==> src/rtl/gs_pkg.sv <==
package gs_pkg;
    typedef enum logic [1:0] {
        ST_IDLE = 2'd0,
        ST_WAIT = 2'd1,
        ST_RUN  = 2'd2,
        ST_ERR  = 2'd3
    } gs_state_e;

    localparam int unsigned GS_SLOT_NS = 200;
endpackage

==> src/rtl/gs_list.sv <==
module gs_list #(
    parameter int NUM_TC = 8,
    parameter int DEPTH  = 16,
    parameter int IVL_W  = 32,
    parameter int IDX_W  = 4
) (
    input  logic              clk,
    input  logic              rst_n,
    input  logic              wr_en,
    input  logic [IDX_W-1:0]  wr_addr,
    input  logic [NUM_TC-1:0] wr_mask,
    input  logic [IVL_W-1:0]  wr_ivl_ns,
    input  logic [IDX_W-1:0]  rd_idx,
    input  logic [IDX_W-1:0]  rd_nidx,
    output logic [NUM_TC-1:0] rd_mask,
    output logic [IVL_W-1:0]  nxt_slots
);
    import gs_pkg::*;

    logic [NUM_TC-1:0] mask_q  [DEPTH];
    logic [IVL_W-1:0]  slots_q [DEPTH];
    logic [IVL_W-1:0]  wr_slots;

    // Duration to slot count, rounded down, never below one slot.
    always_comb begin
        wr_slots = wr_ivl_ns / IVL_W'(GS_SLOT_NS);
        if (wr_slots == '0) begin
            wr_slots = IVL_W'(1);
        end
    end

    always_ff @(posedge clk or negedge rst_n) begin
        if (!rst_n) begin
            for (int e = 0; e < DEPTH; e++) begin
                mask_q[e]  <= '1;
                slots_q[e] <= IVL_W'(1);
            end
        end else if (wr_en) begin
            for (int e = 0; e < DEPTH; e++) begin
                if (wr_addr == IDX_W'(e)) begin
                    mask_q[e]  <= wr_mask;
                    slots_q[e] <= wr_slots;
                end
            end
        end
    end

    assign rd_mask   = mask_q[rd_idx];
    assign nxt_slots = slots_q[rd_nidx];
endmodule

==> src/rtl/gs_slot_timer.sv <==
module gs_slot_timer #(
    parameter int TIME_W = 64
) (
    input  logic              clk,
    input  logic              rst_n,
    input  logic              load,
    input  logic              run,
    input  logic [TIME_W-1:0] base_ns,
    input  logic [TIME_W-1:0] time_ns,
    output logic              tick
);
    import gs_pkg::*;

    logic [TIME_W-1:0] next_q;

    // One boundary per clock at most; a large time jump is caught up slot by slot.
    assign tick = run && (time_ns >= next_q);

    always_ff @(posedge clk or negedge rst_n) begin
        if (!rst_n) begin
            next_q <= '0;
        end else if (load) begin
            next_q <= base_ns + TIME_W'(GS_SLOT_NS);
        end else if (tick) begin
            next_q <= next_q + TIME_W'(GS_SLOT_NS);
        end
    end
endmodule

==> src/rtl/gate_sched.sv <==
module gate_sched #(
    parameter int NUM_TC = 8,
    parameter int DEPTH  = 16,
    parameter int TIME_W = 64,
    parameter int IVL_W  = 32,
    localparam int IDX_W = $clog2(DEPTH),
    localparam int CNT_W = $clog2(DEPTH + 1)
) (
    input  logic              clk,
    input  logic              rst_n,
    input  logic              sched_en,
    input  logic              ent_we,
    input  logic [IDX_W-1:0]  ent_addr,
    input  logic [NUM_TC-1:0] ent_mask,
    input  logic [IVL_W-1:0]  ent_ivl_ns,
    input  logic              hdr_we,
    input  logic [TIME_W-1:0] hdr_base_ns,
    input  logic [CNT_W-1:0]  hdr_count,
    input  logic [TIME_W-1:0] ptp_time_ns,
    output logic [NUM_TC-1:0] gate_open,
    output logic [IDX_W-1:0]  cur_entry,
    output logic              cycle_start,
    output logic              cfg_err
);
    import gs_pkg::*;

    gs_state_e         state_q, state_d;
    logic [TIME_W-1:0] base_q;
    logic [CNT_W-1:0]  cnt_q;
    logic [IDX_W-1:0]  idx_q, nidx;
    logic [IVL_W-1:0]  remain_q, nxt_slots;
    logic [NUM_TC-1:0] act_mask;
    logic              cs_q, start, tick, cnt_ok, running;

    assign cnt_ok  = (cnt_q != '0) && (cnt_q <= CNT_W'(DEPTH));
    assign start   = (state_q == ST_WAIT) && sched_en && (ptp_time_ns >= base_q);
    assign running = (state_q == ST_RUN);

    always_ff @(posedge clk or negedge rst_n) begin
        if (!rst_n) begin
            base_q <= '0;
            cnt_q  <= '0;
        end else if (hdr_we && !sched_en) begin
            base_q <= hdr_base_ns;
            cnt_q  <= hdr_count;
        end
    end

    gs_list #(.NUM_TC(NUM_TC), .DEPTH(DEPTH), .IVL_W(IVL_W), .IDX_W(IDX_W)) u_list (
        .clk       (clk),
        .rst_n     (rst_n),
        .wr_en     (ent_we && !sched_en),
        .wr_addr   (ent_addr),
        .wr_mask   (ent_mask),
        .wr_ivl_ns (ent_ivl_ns),
        .rd_idx    (idx_q),
        .rd_nidx   (nidx),
        .rd_mask   (act_mask),
        .nxt_slots (nxt_slots)
    );

    gs_slot_timer #(.TIME_W(TIME_W)) u_timer (
        .clk     (clk),
        .rst_n   (rst_n),
        .load    (start),
        .run     (running && sched_en),
        .base_ns (base_q),
        .time_ns (ptp_time_ns),
        .tick    (tick)
    );

    // Next entry: 0 when starting or wrapping, otherwise idx+1.
    always_comb begin
        nidx = '0;
        if (running && ((CNT_W'(idx_q) + CNT_W'(1)) < cnt_q)) begin
            nidx = idx_q + IDX_W'(1);
        end
    end

    // Next-state logic
    always_comb begin
        state_d = state_q;
        unique case (state_q)
            ST_IDLE: if (sched_en) state_d = cnt_ok ? ST_WAIT : ST_ERR;
            ST_WAIT: if (!sched_en) state_d = ST_IDLE;
                     else if (start) state_d = ST_RUN;
            ST_RUN:  if (!sched_en) state_d = ST_IDLE;
            ST_ERR:  if (!sched_en) state_d = ST_IDLE;
            default: state_d = ST_IDLE;
        endcase
    end

    // State register
    always_ff @(posedge clk or negedge rst_n) begin
        if (!rst_n) begin
            state_q <= ST_IDLE;
        end else begin
            state_q <= state_d;
        end
    end

    // Entry sequencer
    always_ff @(posedge clk or negedge rst_n) begin
        if (!rst_n) begin
            idx_q    <= '0;
            remain_q <= '0;
            cs_q     <= 1'b0;
        end else if (!sched_en || (!running && !start)) begin
            idx_q    <= '0;
            remain_q <= '0;
            cs_q     <= 1'b0;
        end else if (start) begin
            idx_q    <= '0;
            remain_q <= nxt_slots;
            cs_q     <= 1'b1;
        end else if (tick) begin
            if (remain_q <= IVL_W'(1)) begin
                idx_q    <= nidx;
                remain_q <= nxt_slots;
                cs_q     <= (nidx == '0);
            end else begin
                remain_q <= remain_q - IVL_W'(1);
                cs_q     <= 1'b0;
            end
        end else begin
            cs_q <= 1'b0;
        end
    end

    // Outputs
    always_comb begin
        gate_open   = '1;
        cfg_err     = 1'b0;
        unique case (state_q)
            ST_RUN:  gate_open = act_mask;
            ST_ERR:  cfg_err   = 1'b1;
            default: gate_open = '1;
        endcase
        cur_entry   = idx_q;
        cycle_start = cs_q;
    end
endmodule

==> config.mk <==
export PLATFORM = sky130hd
export DESIGN_NAME = gate_sched
export DESIGN_NICKNAME = d
export VERILOG_FILES = /design/src/rtl/gs_pkg.sv /design/src/rtl/gs_list.sv /design/src/rtl/gs_slot_timer.sv /design/src/rtl/gate_sched.sv
export SDC_FILE = /design/constraint.sdc
export NUM_CORES = 2
export LEC_CHECK = 0
export ABC_AREA = 1
export BUFFER_PORTS_ARGS = -buffer_cell sky130_fd_sc_hd__buf_4
export CAP_MARGIN = 10
export CORE_ASPECT_RATIO = 1.4
export CORE_MARGIN = 4
export CORE_UTILIZATION = 35
export DETAILED_ROUTE_END_ITERATION = 8
export SYNTH_ARGS = -nofsm -noshare
export SYNTH_HDL_FRONTEND = slang
export SYNTH_SLANG_ARGS = --single-unit
==> constraint.sdc <==
create_clock -name clk -period 7.3 [get_ports clk]
set_input_delay 0.365 -clock clk [delete_from_list [all_inputs] [get_ports clk]]
set_output_delay 0.365 -clock clk [all_outputs]
set_load 0.005 [all_outputs]
# Word-level counts from Yosys, hierarchy flattened
# Index checks and enable logic that the tools add are counted.
[totals] register_bits=812 out_inout_bits=14 elab_cells=145
[op_classes] n_addsub=5 div=1 n_lt_le_gt_ge=7 eq_ne=21 n_mux=30 bitwise=2 reduce_logical=40
[op_table] cell="2-to-1 mux 32 bit" count=7
[op_table] cell="adder 64 x 8 -> 64 bit (second input constant)" count=2
[op_table] cell="binary-select mux 32 bit (select 4 bit)" count=1
[op_table] cell=">= comparator 64 bit" count=2
[op_table] cell="2-to-1 mux 64 bit" count=2
[op_table] cell="AND reduction 2 bit" count=17
[op_table] cell="binary-select mux 8 bit (select 4 bit)" count=1
[op_table] cell="divider 32 x 8 -> 32 bit (second input constant)" count=1
[op_table] cell="== test 4 bit (second input constant)" count=8
[op_table] cell="less-or-equal comparator 32 x 1 -> 1 bit (second input constant)" count=1
[op_table] cell="logical NOT 32 bit" count=1
[op_table] cell="subtractor 32 x 1 -> 32 bit (second input constant)" count=1
[op_table] cell="2-to-1 mux 8 bit" count=3
[op_table] cell="2-to-1 mux 4 bit" count=5
[op_table] cell="== test 4 x 3 -> 1 bit (second input constant)" count=4
[op_table] cell=">= comparator 5 bit (second input constant)" count=2
[op_table] cell="2-to-1 mux 2 bit" count=5
[op_table] cell="NOT 4 -> 5 bit" count=2
[op_table] cell="logical AND 1 bit" count=9
[op_table] cell="== test 4 x 2 -> 1 bit (second input constant)" count=2
[op_table] cell="logical NOT 4 bit" count=2
[op_table] cell="case mux 2 bit (3 select lines)" count=1
[op_table] cell="nonzero test 3 bit" count=2
[op_table] cell="adder 4 x 1 -> 5 bit (second input constant)" count=1
[op_table] cell="16 further kinds" count=24

# Longest topological paths before layout
[logic_depth] ltp_word=12 mapped_depth=137 depth_no_buf=130

# By module
# Synthesis repeated with hierarchy kept, for this count alone.
[unflattened] hier_cells=5955 area_unflattened_um2=44248.7
[modules_own_cells] module="gs_list" instances=1 cells_each=3731 area_per_inst_um2=29454.5 seq_area_each_um2=13392.8
[modules_own_cells] module="gate_sched" instances=1 cells_each=1072 area_per_inst_um2=7731.2 seq_area_each_um2=2702.6
[modules_own_cells] module="gs_slot_timer" instances=1 cells_each=1152 area_per_inst_um2=7063.0 seq_area_each_um2=1601.5

# Worst setup path after synthesis
# OpenSTA, ideal clock, no wires.
[synth_timing] kind="input-to-reg" startpoint="in ent_ivl_ns[31]" endpoint="reg u_list.slots_q[448] in the netlist's numbering" arrival_ns=10.989 slack_ns=-3.763 path_stages=112 path_cell_list="nand2_2 > clkinv_1 > nand3_1 > nand2_1 > o21bai_4 > nand2_4 > nand2_2 > nand4_2 > nand2_4 > nand2_4 > buf_6 > nand2_2 > nand4_1 > nand2_2 > nand2_4 > buf_6 > nand2_2 > nand4_2 > [... 76 more ...] > nand4_2 > nand2_4 > nand2_4 > nand2_2 > nand4_1 > nand2_2 > nand2_4 > nand2_4 > nand2_2 > nor2_2 > nand2_2 > nand2_4 > nand2_1 > nand3_2 > nand3_4 > buf_12 > nand2_2 > nand2_2"
[synth_via] elab_chain_len=3
[synth_rtl] element="start, declared" line="gate_sched.sv:15" rtl="input logic [IVL_W-1:0] ent_ivl_ns,"
[synth_rtl] element="divider 32 x 8 -> 32 bit (*)" line="gs_list.sv:26" rtl="wr_slots = wr_ivl_ns / IVL_W'(GS_SLOT_NS);"
[synth_rtl] element="logical NOT 32 bit" line="gs_list.sv:27" rtl="if (wr_slots == '0) begin"
[synth_rtl] element="2-to-1 mux 32 bit (*)" line="gs_list.sv:27"
[synth_rtl] element="end signal, assigned by index" line="gs_list.sv:42" rtl="slots_q[e] <= wr_slots;"
[synth_rtl] element="end, declared" line="gs_list.sv:21" rtl="logic [IVL_W-1:0] slots_q [DEPTH];"
# Every way passes the cells marked *; elsewhere a longest branch is shown, timed or not.
# A chain may end at the register's enable or synchronous reset.

# Worst setup path after layout
[layout_timing] startpoint="in ent_ivl_ns[31]" endpoint="reg u_list.slots_q[320] in the netlist's numbering"
# The elaborated chain is that of the path after synthesis.

==> flow_summary.yaml <==
outcome:
  status: "finished with violations"
  violations: "setup timing"
die:
  coreArea_um2: 115100
  die_area_um2: 122100
  start_util_pct: 35.43
  die_x_um: 296.5
  fp.dieH_um: 411.9
  core.rowCount: 147
  ios: 196
timing:
  timing.final.crit_share_pct: 146.4
  setup-violations-final: 144
  tightestPinTransition_ns: 1.145
  slew_viol_final: 0
  hold_viol: 0
  slew_headroom_pct: 23.21
  setup_slack_ns: -3.386
  fin_crit_ns: 10.69
  skew_ns: 0.05467
  rsz0062_at_grt: "yes"
  fmax_ghz: 0.09358
global_routing:
  antenna_found_initial: 1
  grt_pass1_wl_mm: 205.7
  grt_max_degree: 174
  grt.overflow.total: 0
  track_usage_pct: 21.20
  grt_pass1_vias: 37443
routing:
  wl_mm: 132.0
  vias: 37781
  routedWlPerCell_um: 18.02
  drt-pass1-iter-count: 5
  vias_per_cell: 5.156
  ant_nets: 0
  drc: 0
  dr.first_iter.drc_count: 2823
final_layout:
  final_cell_mix: "nand2_1, o21ai_0, inv_1"
  syn2layout_area_growth_pct: 24.77
  stdcell_count: 7327
  multi_input_area_um2: 20630
  layout.area.seq_um2: 17700
  layout_commonest_cell: "nand2_1"
  antenna_cells: 0
  drive_above_1_share_pct: 22.63
  fin_nets: 6094
  fillers: 11382
synthesis:
  synth-main-ff-cell: "dfrtp_1"
  synth-seq-cells: 700
  synth_warnings: 0
  synthAdderAreaFrac_pct: 4.172
  synthSimpleGateAreaFrac_pct: 23.70
  asyncSetResetFlopFracSynth_pct: 100.0
  yosysSeqAreaShare_pct: 43.39
  synth_top_family_by_area: "simple AND/OR/NAND/NOR gates"
  synthMuxAreaShare_pct: 0.02761
  synth_compound_area_share_pct: 17.77
  ys_types: 74
  syn_area_um2: 40790
  synth_cells: 5309
  synth_edf_count: 0
  syn-mean-instance-area_um2: 7.683
  syn_nets: 5627
  synth-xor-area-share_pct: 1.417
critical_path:
  cp.arrival_ns: 11.28
  required_ns: 7.90
  cp_max_fo: 8
  critPathMaxStageDelay_ns: 0.20
  cp-end-kind: "flip-flop"
  cpMaxStageDelayCell: "nand4_4"
  path_common_cell: "nand2_4"
  worstSetupPathType: "input pin to flip-flop"
  cp-start-kind: "input pin"
job:
  drv_cap: 0
place:
  finalWeightedCongestion: 0.8358
  io_buffers: 192
  hpwl_mm: 85.66
  dp_cells: 7046
clock_tree:
  cts_made_buffers: 75
  cts_htree_levels: 3
  path_clk_slew_ns: 0.06
  cts_root_buf: "clkbuf_16"
  clock_path_buffers: 3
  clkSinkCount: 700
  cts_tree: "yes"
  clock_latency_ns: 0.68
hold_path:
  hold_class: "input pin to flip-flop"
-- stage by stage --
step / utilization (%) / hold WS, ns / cell area, um^2 / setup WS, ns / setup TNS [ns]
3_3_place_gp: 39.76 / 0.4552 / 45780 / -3.913 / -373.82
4_1_cts: 43.49 / 0.1840 / 50070 / -3.114 / -249.32
3_5_place_dp: 39.76 / 0.4567 / 45780 / -4.286 / -429.49
6_report: 44.20 / 0.2356 / 50890 / -3.386 / -285.06
5_1_grt: 44.20 / 0.2432 / 50890 / -4.246 / -397.14
2_1_floorplan: - / 0.06941 / 40990 / -3.635 / -306.65
-- worst max-delay path: cells and delay by family --
kind | cells | cell delay, ns
buf+inv | 8 | 0.78
simple gates | 103 | 9.68
compound gates | 2 | 0.33
-- Yosys cell counts (22+ instances only) --
library cell	n	area [um^2]
ha_1	136	1702
o21ai_0	766	3834
nand3_1	206	1031
o221ai_1	49	429.2
inv_2	32	120.1
a31oi_1	49	306.5
nand4_1	52	325.3
dfstp_2	144	3784
xor2_1	55	481.7
nor3_1	22	110.1
dfrtp_1	556	13910
nand2_1	1255	4711
nand2_2	92	575.6
nand2_4	63	709.4
nor2_1	383	1438
a21oi_1	226	1131
inv_1	623	2338
o22ai_1	45	281.5
o211ai_1	38	285.3
clkinv_1	22	82.58
clkbuf_1	213	799.5
-- what timing repair did --
item | in CTS | in global routing
hold buffers | 71 | 0
setup buffers | 57 | 22
hold endpoints to repair | 150 | 0
pin swaps | 64 | 112
cloned | 1 | 1
resized for setup | 159 | 197
endpoints found under the setup margin | 160 | 190
-- sequential cells by signal, summed over array words and instances, names as in the netlist --
name            flops
cur_entry           4
state_q             2
remain_q           32
base_q             64
cnt_q               5
u_timer.next_q     64
u_list.slots_q    400
cycle_start         1
u_list.mask_q     128
-- path summary, 6_finish.rpt --
kind	start	endpoint	slack [ns]	depth (start not counted)
setup / recovery	ent_ivl_ns[31]	u_list.slots_q[320]	-3.39	113
hold / removal	ent_mask[0]	u_list.mask_q[72]	0.24	3
setup reg to reg	base_q[0]	u_timer.next_q[61]	0.17	49
hold reg to reg	u_list.slots_q[320]	u_list.slots_q[320]	0.47	2
max in group asynchronous	rst_n	cur_entry[0]	5.38	3
min in group asynchronous	rst_n	base_q[23]	0.35	2
-- layout make-up --
class	instances	area share [%]
multi-input combinational	3649	40.53
tap	1490	3.663
clock buffer	111	4.489
clock inverter	27	0.6072
timing repair buffer	669	10.82
sequential	700	34.78
inverter	681	5.111
-- metal layers --
layer	track usage (%)	vias to the layer above	wire, um
li1	-	18327	-
met1	25.11	18210	52710
met2	39.18	991	68000
met3	2.677	251	6596
met4	7.404	2	4715
met5	0	-	8
-- kinds of logic after synthesis --
| group | Yosys count |
|---|---|
| buf+inv | 960 |
| flops | 700 |
| mux | 1 |
| compound gates | 1293 |
| fa+ha+maj | 136 |
| xor+xnor | 66 |
| simple gates | 2153 |
Power is left out: the tool's default activity adds up to more than one toggle a clock period on the data nets, which glitch-free logic cannot reach.
